**src/rtl/lcdc_pkg.sv**
```systemverilog
package lcdc_pkg;

    localparam int ADDR_W = 12;
    localparam int DATA_W = 32;
    localparam int WORD_W = ADDR_W - 2;
    localparam int ID_N   = 8;
    localparam int ID_IW  = $clog2(ID_N);

    // word offsets whose position is visible to software
    localparam logic [WORD_W-1:0] W_RAW  = WORD_W'(8);
    localparam logic [WORD_W-1:0] W_MIS  = WORD_W'(9);
    localparam logic [WORD_W-1:0] W_ICLR = WORD_W'(10);
    localparam logic [WORD_W-1:0] W_ID0  = WORD_W'((1 << WORD_W) - ID_N);

    typedef enum logic [3:0] {
        SEL_NONE, SEL_T0, SEL_T1, SEL_T2, SEL_T3, SEL_UBASE, SEL_LBASE,
        SEL_MASK, SEL_CTRL, SEL_RAW, SEL_MIS, SEL_ICLR, SEL_ID
    } reg_sel_e;

    typedef struct packed {
        logic [DATA_W-1:0] t0;
        logic [DATA_W-1:0] t1;
        logic [DATA_W-1:0] t2;
        logic [DATA_W-1:0] t3;
        logic [DATA_W-1:0] ubase;
        logic [DATA_W-1:0] lbase;
        logic [DATA_W-1:0] ctrl;
        logic [DATA_W-1:0] mask;
        logic [DATA_W-1:0] rdata;
        logic              err;
    } regs_t;

    function automatic logic [7:0] id_byte(input logic [ID_IW-1:0] idx);
        case (idx)
            3'd0:    return 8'h10;
            3'd1:    return 8'h11;
            3'd2:    return 8'h04;
            3'd3:    return 8'h00;
            3'd4:    return 8'h0D;
            3'd5:    return 8'hF0;
            3'd6:    return 8'h05;
            default: return 8'hB1;
        endcase
    endfunction

endpackage

```
**src/rtl/lcdc_decode.sv**
```systemverilog
module lcdc_decode
    import lcdc_pkg::*;
(
    input  logic [WORD_W-1:0] word,
    input  logic              wr,
    output reg_sel_e          sel,
    output logic              illegal
);
    always_comb begin
        sel = SEL_NONE;
        if (word >= W_ID0) begin
            sel = SEL_ID;
        end else begin
            case (word)
                WORD_W'(0): sel = SEL_T0;
                WORD_W'(1): sel = SEL_T1;
                WORD_W'(2): sel = SEL_T2;
                WORD_W'(3): sel = SEL_T3;
                WORD_W'(4): sel = SEL_UBASE;
                WORD_W'(5): sel = SEL_LBASE;
                WORD_W'(6): sel = SEL_MASK;
                WORD_W'(7): sel = SEL_CTRL;
                W_RAW:      sel = SEL_RAW;
                W_MIS:      sel = SEL_MIS;
                W_ICLR:     sel = SEL_ICLR;
                default:    sel = SEL_NONE;
            endcase
        end
        illegal = (sel == SEL_NONE)
                || (wr  && (sel == SEL_RAW || sel == SEL_MIS || sel == SEL_ID))
                || (!wr && (sel == SEL_ICLR));
    end
endmodule

```
**src/rtl/lcdc_geom.sv**
```systemverilog
module lcdc_geom #(
    parameter int COL_W = 11,
    parameter int ROW_W = 11
) (
    input  logic [5:0]       col_field,
    input  logic [9:0]       row_field,
    output logic [COL_W-1:0] cols,
    output logic [ROW_W-1:0] rows
);
    localparam int CU_W = 7;
    logic [CU_W-1:0] col_units;
    logic [10:0]     row_sum;

    always_comb begin
        // ((v & 0xFC) + 4) * 4 == (v[7:2] + 1) * 16
        col_units = {1'b0, col_field} + CU_W'(1);
        cols      = COL_W'({col_units, 4'b0000});
        row_sum   = {1'b0, row_field} + 11'd1;
        rows      = ROW_W'(row_sum);
    end
endmodule

```
**src/rtl/lcdc_irq.sv**
```systemverilog
module lcdc_irq #(
    parameter int IRQ_W = 5
) (
    input  logic             clk,
    input  logic             rst_n,
    input  logic [IRQ_W-1:0] evt,
    input  logic             clr_en,
    input  logic [IRQ_W-1:0] clr_bits,
    input  logic [IRQ_W-1:0] mask,
    output logic [IRQ_W-1:0] status,
    output logic [IRQ_W-1:0] masked,
    output logic             irq
);
    logic [IRQ_W-1:0] stat_d, stat_q;

    always_comb begin
        stat_d = stat_q;
        if (clr_en) stat_d = stat_d & ~clr_bits;
        stat_d = stat_d | evt;   // a new event beats a clear
    end

    always_ff @(posedge clk) begin
        if (!rst_n) stat_q <= '0;
        else        stat_q <= stat_d;
    end

    assign status = stat_q;
    assign masked = stat_q & mask;
    assign irq    = |masked;
endmodule

```
**src/rtl/lcdc_regs.sv**
```systemverilog
module lcdc_regs
    import lcdc_pkg::*;
#(
    parameter int IRQ_W = 5,
    parameter int COL_W = 11,
    parameter int ROW_W = 11
) (
    input  logic              clk,
    input  logic              rst_n,
    input  logic              bus_sel,
    input  logic              bus_wr,
    input  logic [ADDR_W-1:2] bus_addr,
    input  logic [DATA_W-1:0] bus_wdata,
    output logic [DATA_W-1:0] bus_rdata,
    output logic              bus_err,
    input  logic [IRQ_W-1:0]  irq_event,
    output logic              irq_out,
    output logic [COL_W-1:0]  panel_cols,
    output logic [ROW_W-1:0]  panel_rows,
    output logic [DATA_W-1:0] upper_base,
    output logic [DATA_W-1:0] lower_base,
    output logic              disp_en,
    output logic [2:0]        pix_depth,
    output logic              bgr_sel,
    output logic              be_byte,
    output logic              be_pix
);
    localparam logic [DATA_W-1:0] MASK_KEEP = DATA_W'((64'd1 << IRQ_W) - 64'd1);

    regs_t            r_d, r_q;
    reg_sel_e         sel;
    logic             illegal;
    logic             acc_ok;
    logic [IRQ_W-1:0] status_w, masked_w;

    lcdc_decode u_dec (
        .word    (bus_addr),
        .wr      (bus_wr),
        .sel     (sel),
        .illegal (illegal)
    );

    assign acc_ok = bus_sel && !illegal;

    lcdc_irq #(.IRQ_W(IRQ_W)) u_irq (
        .clk      (clk),
        .rst_n    (rst_n),
        .evt      (irq_event),
        .clr_en   (acc_ok && bus_wr && sel == SEL_ICLR),
        .clr_bits (bus_wdata[IRQ_W-1:0]),
        .mask     (r_q.mask[IRQ_W-1:0]),
        .status   (status_w),
        .masked   (masked_w),
        .irq      (irq_out)
    );

    lcdc_geom #(.COL_W(COL_W), .ROW_W(ROW_W)) u_geom (
        .col_field (r_q.t0[7:2]),
        .row_field (r_q.t1[9:0]),
        .cols      (panel_cols),
        .rows      (panel_rows)
    );

    always_comb begin
        r_d       = r_q;
        r_d.rdata = '0;
        r_d.err   = bus_sel && illegal;
        if (acc_ok && bus_wr) begin
            case (sel)
                SEL_T0:    r_d.t0    = bus_wdata;
                SEL_T1:    r_d.t1    = bus_wdata;
                SEL_T2:    r_d.t2    = bus_wdata;
                SEL_T3:    r_d.t3    = bus_wdata;
                SEL_UBASE: r_d.ubase = bus_wdata;
                SEL_LBASE: r_d.lbase = bus_wdata;
                SEL_MASK:  r_d.mask  = bus_wdata & MASK_KEEP;
                SEL_CTRL:  r_d.ctrl  = bus_wdata;
                default:   ;
            endcase
        end
        if (acc_ok && !bus_wr) begin
            case (sel)
                SEL_T0:    r_d.rdata = r_q.t0;
                SEL_T1:    r_d.rdata = r_q.t1;
                SEL_T2:    r_d.rdata = r_q.t2;
                SEL_T3:    r_d.rdata = r_q.t3;
                SEL_UBASE: r_d.rdata = r_q.ubase;
                SEL_LBASE: r_d.rdata = r_q.lbase;
                SEL_MASK:  r_d.rdata = r_q.mask;
                SEL_CTRL:  r_d.rdata = r_q.ctrl;
                SEL_RAW:   r_d.rdata = DATA_W'(status_w);
                SEL_MIS:   r_d.rdata = DATA_W'(masked_w);
                SEL_ID:    r_d.rdata = DATA_W'(id_byte(bus_addr[ID_IW+1:2]));
                default:   r_d.rdata = '0;
            endcase
        end
    end

    always_ff @(posedge clk) begin
        if (!rst_n) r_q <= '0;
        else        r_q <= r_d;
    end

    assign bus_rdata  = r_q.rdata;
    assign bus_err    = r_q.err;
    assign upper_base = r_q.ubase;
    assign lower_base = r_q.lbase;
    assign disp_en    = r_q.ctrl[0] & r_q.ctrl[11];
    assign pix_depth  = r_q.ctrl[3:1];
    assign bgr_sel    = r_q.ctrl[8];
    assign be_byte    = r_q.ctrl[9];
    assign be_pix     = r_q.ctrl[10];
endmodule

```
**config.mk**
```make
export PLATFORM = sky130hd
export DESIGN_NAME = lcdc_regs
export DESIGN_NICKNAME = d
export VERILOG_FILES = /design/src/rtl/lcdc_pkg.sv /design/src/rtl/lcdc_decode.sv /design/src/rtl/lcdc_geom.sv /design/src/rtl/lcdc_irq.sv /design/src/rtl/lcdc_regs.sv
export SDC_FILE = /design/constraint.sdc
export NUM_CORES = 1
export LEC_CHECK = 0
export BUFFER_PORTS_ARGS = -buffer_cell sky130_fd_sc_hd__buf_2
export CORE_AREA = 5 5 159 191
export DETAILED_ROUTE_END_ITERATION = 12
export DIE_AREA = 0 0 164 196
export GPL_ROUTABILITY_DRIVEN = 0
export PLACE_DENSITY = 0.75
export REMOVE_ABC_BUFFERS = 1
export SLEW_MARGIN = 20
export SYNTH_ARGS = -nofsm -noshare
export SYNTH_HDL_FRONTEND = slang
export SYNTH_HIERARCHICAL = 1
export SYNTH_SLANG_ARGS = --single-unit
```
**constraint.sdc**
```tcl
create_clock -name clk -period 3.55 [get_ports clk]
set_clock_uncertainty 0.2 [all_clocks]
set_input_delay 0 -clock clk [delete_from_list [all_inputs] [get_ports clk]]
set_output_delay 0 -clock clk [all_outputs]
set_load 0.1 [all_outputs]
```
== After elaboration in Yosys (flattened, before gate mapping) ==
Memories as Yosys holds them, arrays and structs flattened.
Cells that the tools add are included.

* Register bits after elaboration: 267
* ROM bits: 64
* Bits of input ports: 51
* Output and inout port bits: 127
* Word-level logic and storage cells: 69
* Memories: 1

{| class="wikitable"
|+ Memory list
! name !! depth !! bits a word !! read ports !! clocked after Yosys merged registers in !! wr ports !! RTL line !! text
|-
| (no name shown) || 16 || 4 || 1 || 0 || 0 || lcdc_decode.sv:14 || <nowiki>case (word)</nowiki>
|}

* Add/sub/neg operators: 2
* Order comparisons: 1
* Eq/ne operators: 18
* Multiplexer cells: 5
* Bitwise logic cells: 5
* Reduce and logical (&&, ||, !) cells: 26

{| class="wikitable"
|+ Operators with widths
! operator !! number
|-
| $pmux 32 s11 || 1
|-
| $pmux 8 s7 || 1
|-
| $eq 4x4->1 const B || 5
|-
| $reduce_and 2->1 || 9
|-
| $eq 4x3->1 const B || 4
|-
| $add 10x1->11 const B || 1
|-
| $and 5x5->5 || 2
|-
| $ge 10x10->1 const B || 1
|-
| $eq 3x3->1 const B || 3
|-
| $eq 4x2->1 const B || 2
|-
| $mux 4 || 2
|-
| $add 6x1->7 const B || 1
|-
| $logic_and 1x1->1 || 7
|-
| $eq 3x2->1 const B || 2
|-
| $logic_not 6->1 || 1
|-
| $mux 5 || 1
|-
| $not 5->5 || 1
|-
| $or 5x5->5 || 1
|-
| $reduce_or 5->1 || 1
|-
| $eq 4x1->1 const B || 1
|-
| $logic_not 4->1 || 1
|-
| $logic_or 1x1->1 || 4
|-
| $eq 3x1->1 const B || 1
|-
| $logic_not 3->1 || 1
|-
| other kinds (2) || 3
|}

== Longest topological paths before layout ==
* Depth in word-level cells: 15
* Depth in mapped cells: 13
* Mapped depth without buffers: 11

== Modules after synthesis ==
Netlist, hierarchy kept.

{| class="wikitable"
|+ By module, submodules not included
! module !! times used !! cells an instance !! area each (um^2) !! sequential area each (um^2)
|-
| lcdc_regs || 1 || 1386 || 11737.5 || 5245.0
|-
| lcdc_geom || 1 || 38 || 272.8 || 0.0
|-
| lcdc_decode || 1 || 34 || 245.2 || 0.0
|-
| lcdc_irq || 1 || 22 || 229.0 || 100.1
|}

== Least setup slack after synthesis ==
No wires, ideal clock.

* Path kind: input -> register
* From: input bus_addr[10] in the netlist's numbering
* To: register r_q, in the netlist bus_rdata[30]
* Setup time: 0.131 ns
* Arrival time: 2.392 ns
* Data required time: 3.219 ns
* Path slack: 0.827 ns
* Stages on the path: 10
* Cells stage by stage: or4_4 > nor3_4 > inv_1 > o31ai_1 > buf_6 > nand2b_4 > nor2_2 > buf_2 > a222oi_1 > a31oi_1

* Longest elaborated chain between the ends: 13
* Elaborated cells between the ends (all ways): 28

{| class="wikitable"
|+ RTL lines
! element !! RTL line !! text
|-
| start: declaration || lcdc_regs.sv:12 || <nowiki>input logic [ADDR_W-1:2] bus_addr,</nowiki>
|-
| branches (longest 2 deep; another with $ge 10x10->1) || -- ||
|-
| $mux 4 (*) || lcdc_decode.sv:11 || <nowiki>if (word >= W_ID0) begin</nowiki>
|-
| named net sel[2] || lcdc_regs.sv:31 || <nowiki>reg_sel_e sel;</nowiki>
|-
| $eq 4x4->1 || lcdc_decode.sv:30, lcdc_regs.sv:82 ||
|-
| $logic_or 1x1->1 (2 in a row) || lcdc_decode.sv:30 || <nowiki>|| (wr && (sel == SEL_RAW || sel == SEL_MIS || sel == SEL_ID))</nowiki>
|-
| $logic_and 1x1->1 || lcdc_decode.sv:30 ||
|-
| $logic_or 1x1->1 || lcdc_decode.sv:30 ||
|-
| $logic_or 1x1->1 || lcdc_decode.sv:31 || <nowiki>|| (!wr && (sel == SEL_ICLR));</nowiki>
|-
| $logic_not 1->1 || lcdc_regs.sv:43 || <nowiki>assign acc_ok = bus_sel && !illegal;</nowiki>
|-
| $logic_and 1x1->1 || lcdc_regs.sv:43 ||
|-
| $logic_and 1x1->1 || lcdc_regs.sv:81 || <nowiki>if (acc_ok && !bus_wr) begin</nowiki>
|-
| $reduce_and 2->1 (no line) || -- ||
|-
| end signal: assignment || lcdc_regs.sv:101 || <nowiki>else r_q <= r_d;</nowiki>
|-
| end: declaration || lcdc_regs.sv:30 || <nowiki>regs_t r_d, r_q;</nowiki>
|}

Mark *: on every way through the listed nets, which the timed path passes.
A chain may end at the register's enable or synchronous reset.

== Worst setup path in the final report ==
* From: input bus_addr[4] in the netlist's numbering
* To: register r_q[209] in the netlist's numbering

* Longest elaborated chain between the ends: 13
* Elaborated cells between the ends (all ways): 20

{| class="wikitable"
|+ RTL lines
! element !! RTL line !! text
|-
| $mem_v2 16x4 || -- ||
|-
| $mux 4 || lcdc_decode.sv:14 ||
|-
| $mux 4 (*) || lcdc_decode.sv:11 ||
|-
| named net sel[3] || lcdc_regs.sv:31 ||
|-
| $eq 4x4->1 || lcdc_decode.sv:30 ||
|-
| $logic_or 1x1->1 (2 in a row) || lcdc_decode.sv:30 ||
|-
| $logic_and 1x1->1 || lcdc_decode.sv:30 ||
|-
| $logic_or 1x1->1 || lcdc_decode.sv:30 ||
|-
| $logic_or 1x1->1 || lcdc_decode.sv:31 ||
|-
| $logic_not 1->1 || lcdc_regs.sv:43 ||
|-
| $logic_and 1x1->1 || lcdc_regs.sv:43 ||
|-
| $logic_and 1x1->1 || lcdc_regs.sv:68 || <nowiki>if (acc_ok && bus_wr) begin</nowiki>
|-
| $reduce_and 2->1 (no line) (*) || -- ||
|}

The timed path passes the listed nets; every way through them passes the cells marked *.

==> run metrics <==
fmax=297.9 MHz; crit path kind=in2reg; Worst-Skew Late Latency=0.53 ns; Post-Syn Area=around 12000 um^2; WL met1=15350 um; worst reg2reg setup slack=between 1.5 and 2 ns; RSZ-0062 raised after global routing=no; routed wire length=approximately 38000 um; total die area=approximately 32000 um^2; Antenna Nets Post-Route=0; Post-synth top cells=nand2_1, dfxtp_1, a21boi_0, buf_4, a21boi_1; Min-Delay Path Class=in2reg; adder-cell share of the synthesized area=less than 1%; Worst-Margin Slew=~0.9 ns; first-pass GRT wire length=58580 um; DIE WIDTH=approximately 160 um; GRT Total Usage=between 20% and 30%; DR WL met2=approximately 18000 um; Worst Path Max Fanout=32; Reg2Reg Launch Point=u_irq/status[4]; Critical Path Start=bus_addr[4]; max-slew violations=0; Post-Synth Simple-Gate Area=between 10% and 20%; Layout Nets=1627; Layout area overhead=15.82%; Post-Synth XOR/XNOR Area=0.9822%; CTS tree=yes; top_reg_cell synth=dfxtp_1; share of the synthesized area in the top cell type=42.81%; CP arrival=3.62 ns; Power Dens Cells=approximately 430 nW/um^2; grt ovf=0; drt drc=0; r2r endpoint=bus_rdata[4]; Syn Area/Cell=~8.4 um^2; fin area=around 14000 um^2; share of flip-flops with an asynchronous set or reset=0%; I/O Pins=~180; top-count cell post-synth=nand2_1; initial core utilization=43.93%; yosys warns=6; Buffers on Ports=about 170; outcome=complete, no violations; detail-routed net length per standard cell=~19 um; synthesized flop and latch total=267; largest net degree at the start of global routing=around 90; Worst VDD drop=between 0.0003 and 0.0004 V; cell accounting for the most synthesized area=dfxtp_1; kind of start point of the critical path=input pin; detailed-router iteration count before antenna repair=7; CORE AREA=~28000 um^2; Worst R2R Path Depth=4; cts bufs inserted=27; layout filler cell count=2678; Synth cell types=61; top layer in use=met4; Routed met3 length=roughly 3000 um; CP endpoint kind=flip-flop; leakage power total=5.141 nW; Hold Path Stages=6; post-synthesis cell count=1480; FP Rows=between 60 and 70; Reg clk slew, reported paths=0.07 ns; H-tree depth=1; required time of the critical path=about 3.8 ns; Post-synth EDFFs=0; multiplexer share of the synthesized area=under 10%; hold slack final=roughly 0.06 ns; Post-DP Area=between 10000 and 15000 um^2; n_diodes=0; Longest Clk Path Bufs=3; max_cap viols=0; synth top area cells=dfxtp_1, nand2_1, a21boi_0, buf_4, a21boi_1; share of layout cells above drive strength 1=between 10% and 20%; Resize count post-CTS=0; routed vias=10900; DIE HEIGHT=approximately 200 um; root buffer cell=clkbuf_16; Hold Vio Cnt, Final=0; largest family of logic cells by synthesized area=compound AO/OA/AOI/OAI gates; period utilization=between 90 and 100%; hold path endpoint=bus_rdata[0]; CTS sink count=~270; vias in the first global route=roughly 11000; initial DRC count=1284; fin crit period=approximately 3.4 ns; total power=approximately 6.3 mW; Seq/Total Area, Yosys=42.81%; Vias per Instance=between 5 and 6; min-delay src=bus_addr[2]; # setup viols final=0; initial antenna violation count=0; worst rel slew slack=38.50%; Compound-Gate Fraction of Synth Area=about a quarter; DP HPWL=~24000 um
[critical path: stages]
cell	delay [ns]
dlygate4sd3_1	0.53
buf_2	0.20
and3b_1	0.22
o21ai_0	0.16
nand2_1	0.25
buf_4	0.29
nor2_4	0.18
and3_1	0.21
and2_2	0.73
nand2_1	0.11
a21boi_1	0.15
dlygate4sd3_1	0.56
[cell usage in the layout (no fill, tap or decap), types with 5 or more instances in the layout]
master | netlist | final
a21oi_1 | 18 | 18
o21a_1 | 6 | 6
nor2b_1 | 9 | 9
nor2_1 | 11 | 11
nor2_4 | 4 | 5
mux2i_1 | 17 | 17
clkbuf_8 | 0 | 7
inv_1 | 9 | 9
buf_4 | 112 | 35
nand2b_1 | 6 | 6
ha_1 | 5 | 5
a21boi_1 | 68 | 68
buf_2 | 50 | 172
nand3b_1 | 5 | 5
a21boi_0 | 161 | 161
a31oi_1 | 31 | 31
clkbuf_16 | 0 | 27
xnor2_1 | 12 | 12
and3_2 | 3 | 5
nor3_1 | 7 | 6
and2_1 | 6 | 5
a22oi_1 | 53 | 53
dlygate4sd3_1 | 0 | 58
a222oi_1 | 25 | 25
buf_12 | 0 | 6
dfxtp_1 | 267 | 267
nand3_1 | 12 | 12
o21ai_0 | 5 | 5
nand2_1 | 463 | 460
nor3_4 | 3 | 6
[per-layer routing]
metal | track usage, % | up-vias
li1 | - | 5116
met1 | 29.35 | 5168
met2 | 38.53 | 533
met3 | 3.131 | 83
met4 | 7.209 | 0
met5 | 0 | -
[worst max path at each step]
| stage | to |
|---|---|
| floorplan | r_q[161] |
| global placement | lower_base[22] |
| detailed placement | lower_base[31] |
| CTS | r_q[169] |
| global route | r_q[209] |
| finish | r_q[209] |
[metrics by stage]
| stage | util [%] | setup WS (ns) | setup TNS (ns) | cells |
|---|---|---|---|---|
| after CTS | 50.81 | 0.1054 | 0 | 1974 |
| final | 50.89 | 0.1933 | 0 | 1975 |
| after floorplan | - | -1.509 | -276.60 | 1271 |
| after global placement | 45.45 | 0.2561 | 0 | 1868 |
| after global routing | 50.89 | 0.08809 | 0 | 1975 |
| after detailed placement | 45.45 | 0.1961 | 0 | 1868 |
[final cells by class]
type | instances | area (um^2) | area share, %
clock inverters | 10 | 156.4 | 1.082
well taps | 385 | 481.7 | 3.331
inverters | 9 | 33.78 | 0.2336
repair buffers | 271 | 1824 | 12.62
clock buffers | 38 | 787.0 | 5.443
flip-flops and latches | 267 | 5345 | 36.96
multi-input cells | 995 | 5832 | 40.33
[sequential cells by signal (all words and copies together), names as in the netlist]
register	flops
be_byte	1
be_pix	1
bgr_sel	1
bus_err	1
bus_rdata	32
lower_base	32
pix_depth	3
r_q	159
u_irq/status	5
upper_base	32
[timing repair]
item	in CTS	in global routing
hold endpoints to repair	241	0
hold buffers	58	0
setup buffers	0	1
endpoints found under the setup margin	0	3
[report_power, final]
group | switching, mW | internal, mW | total, mW
combinational | 0.148 | 0.112 | 0.260
sequential | 0.00415 | 3.00 | 3.00
clock | 1.18 | 1.83 | 3.01
[logic make-up (layout without fill, tap and decap cells)]
logic type      after synthesis  count (layout)
flops                       267             267
other cells                   1               4
simple gates                563             563
xor+xnor                     14              14
fa+ha+maj                     6               6
buf+inv                     221             328
mux                          19              19
compound gates              389             389
No activity file was read; power rests on OpenSTA's default activity.
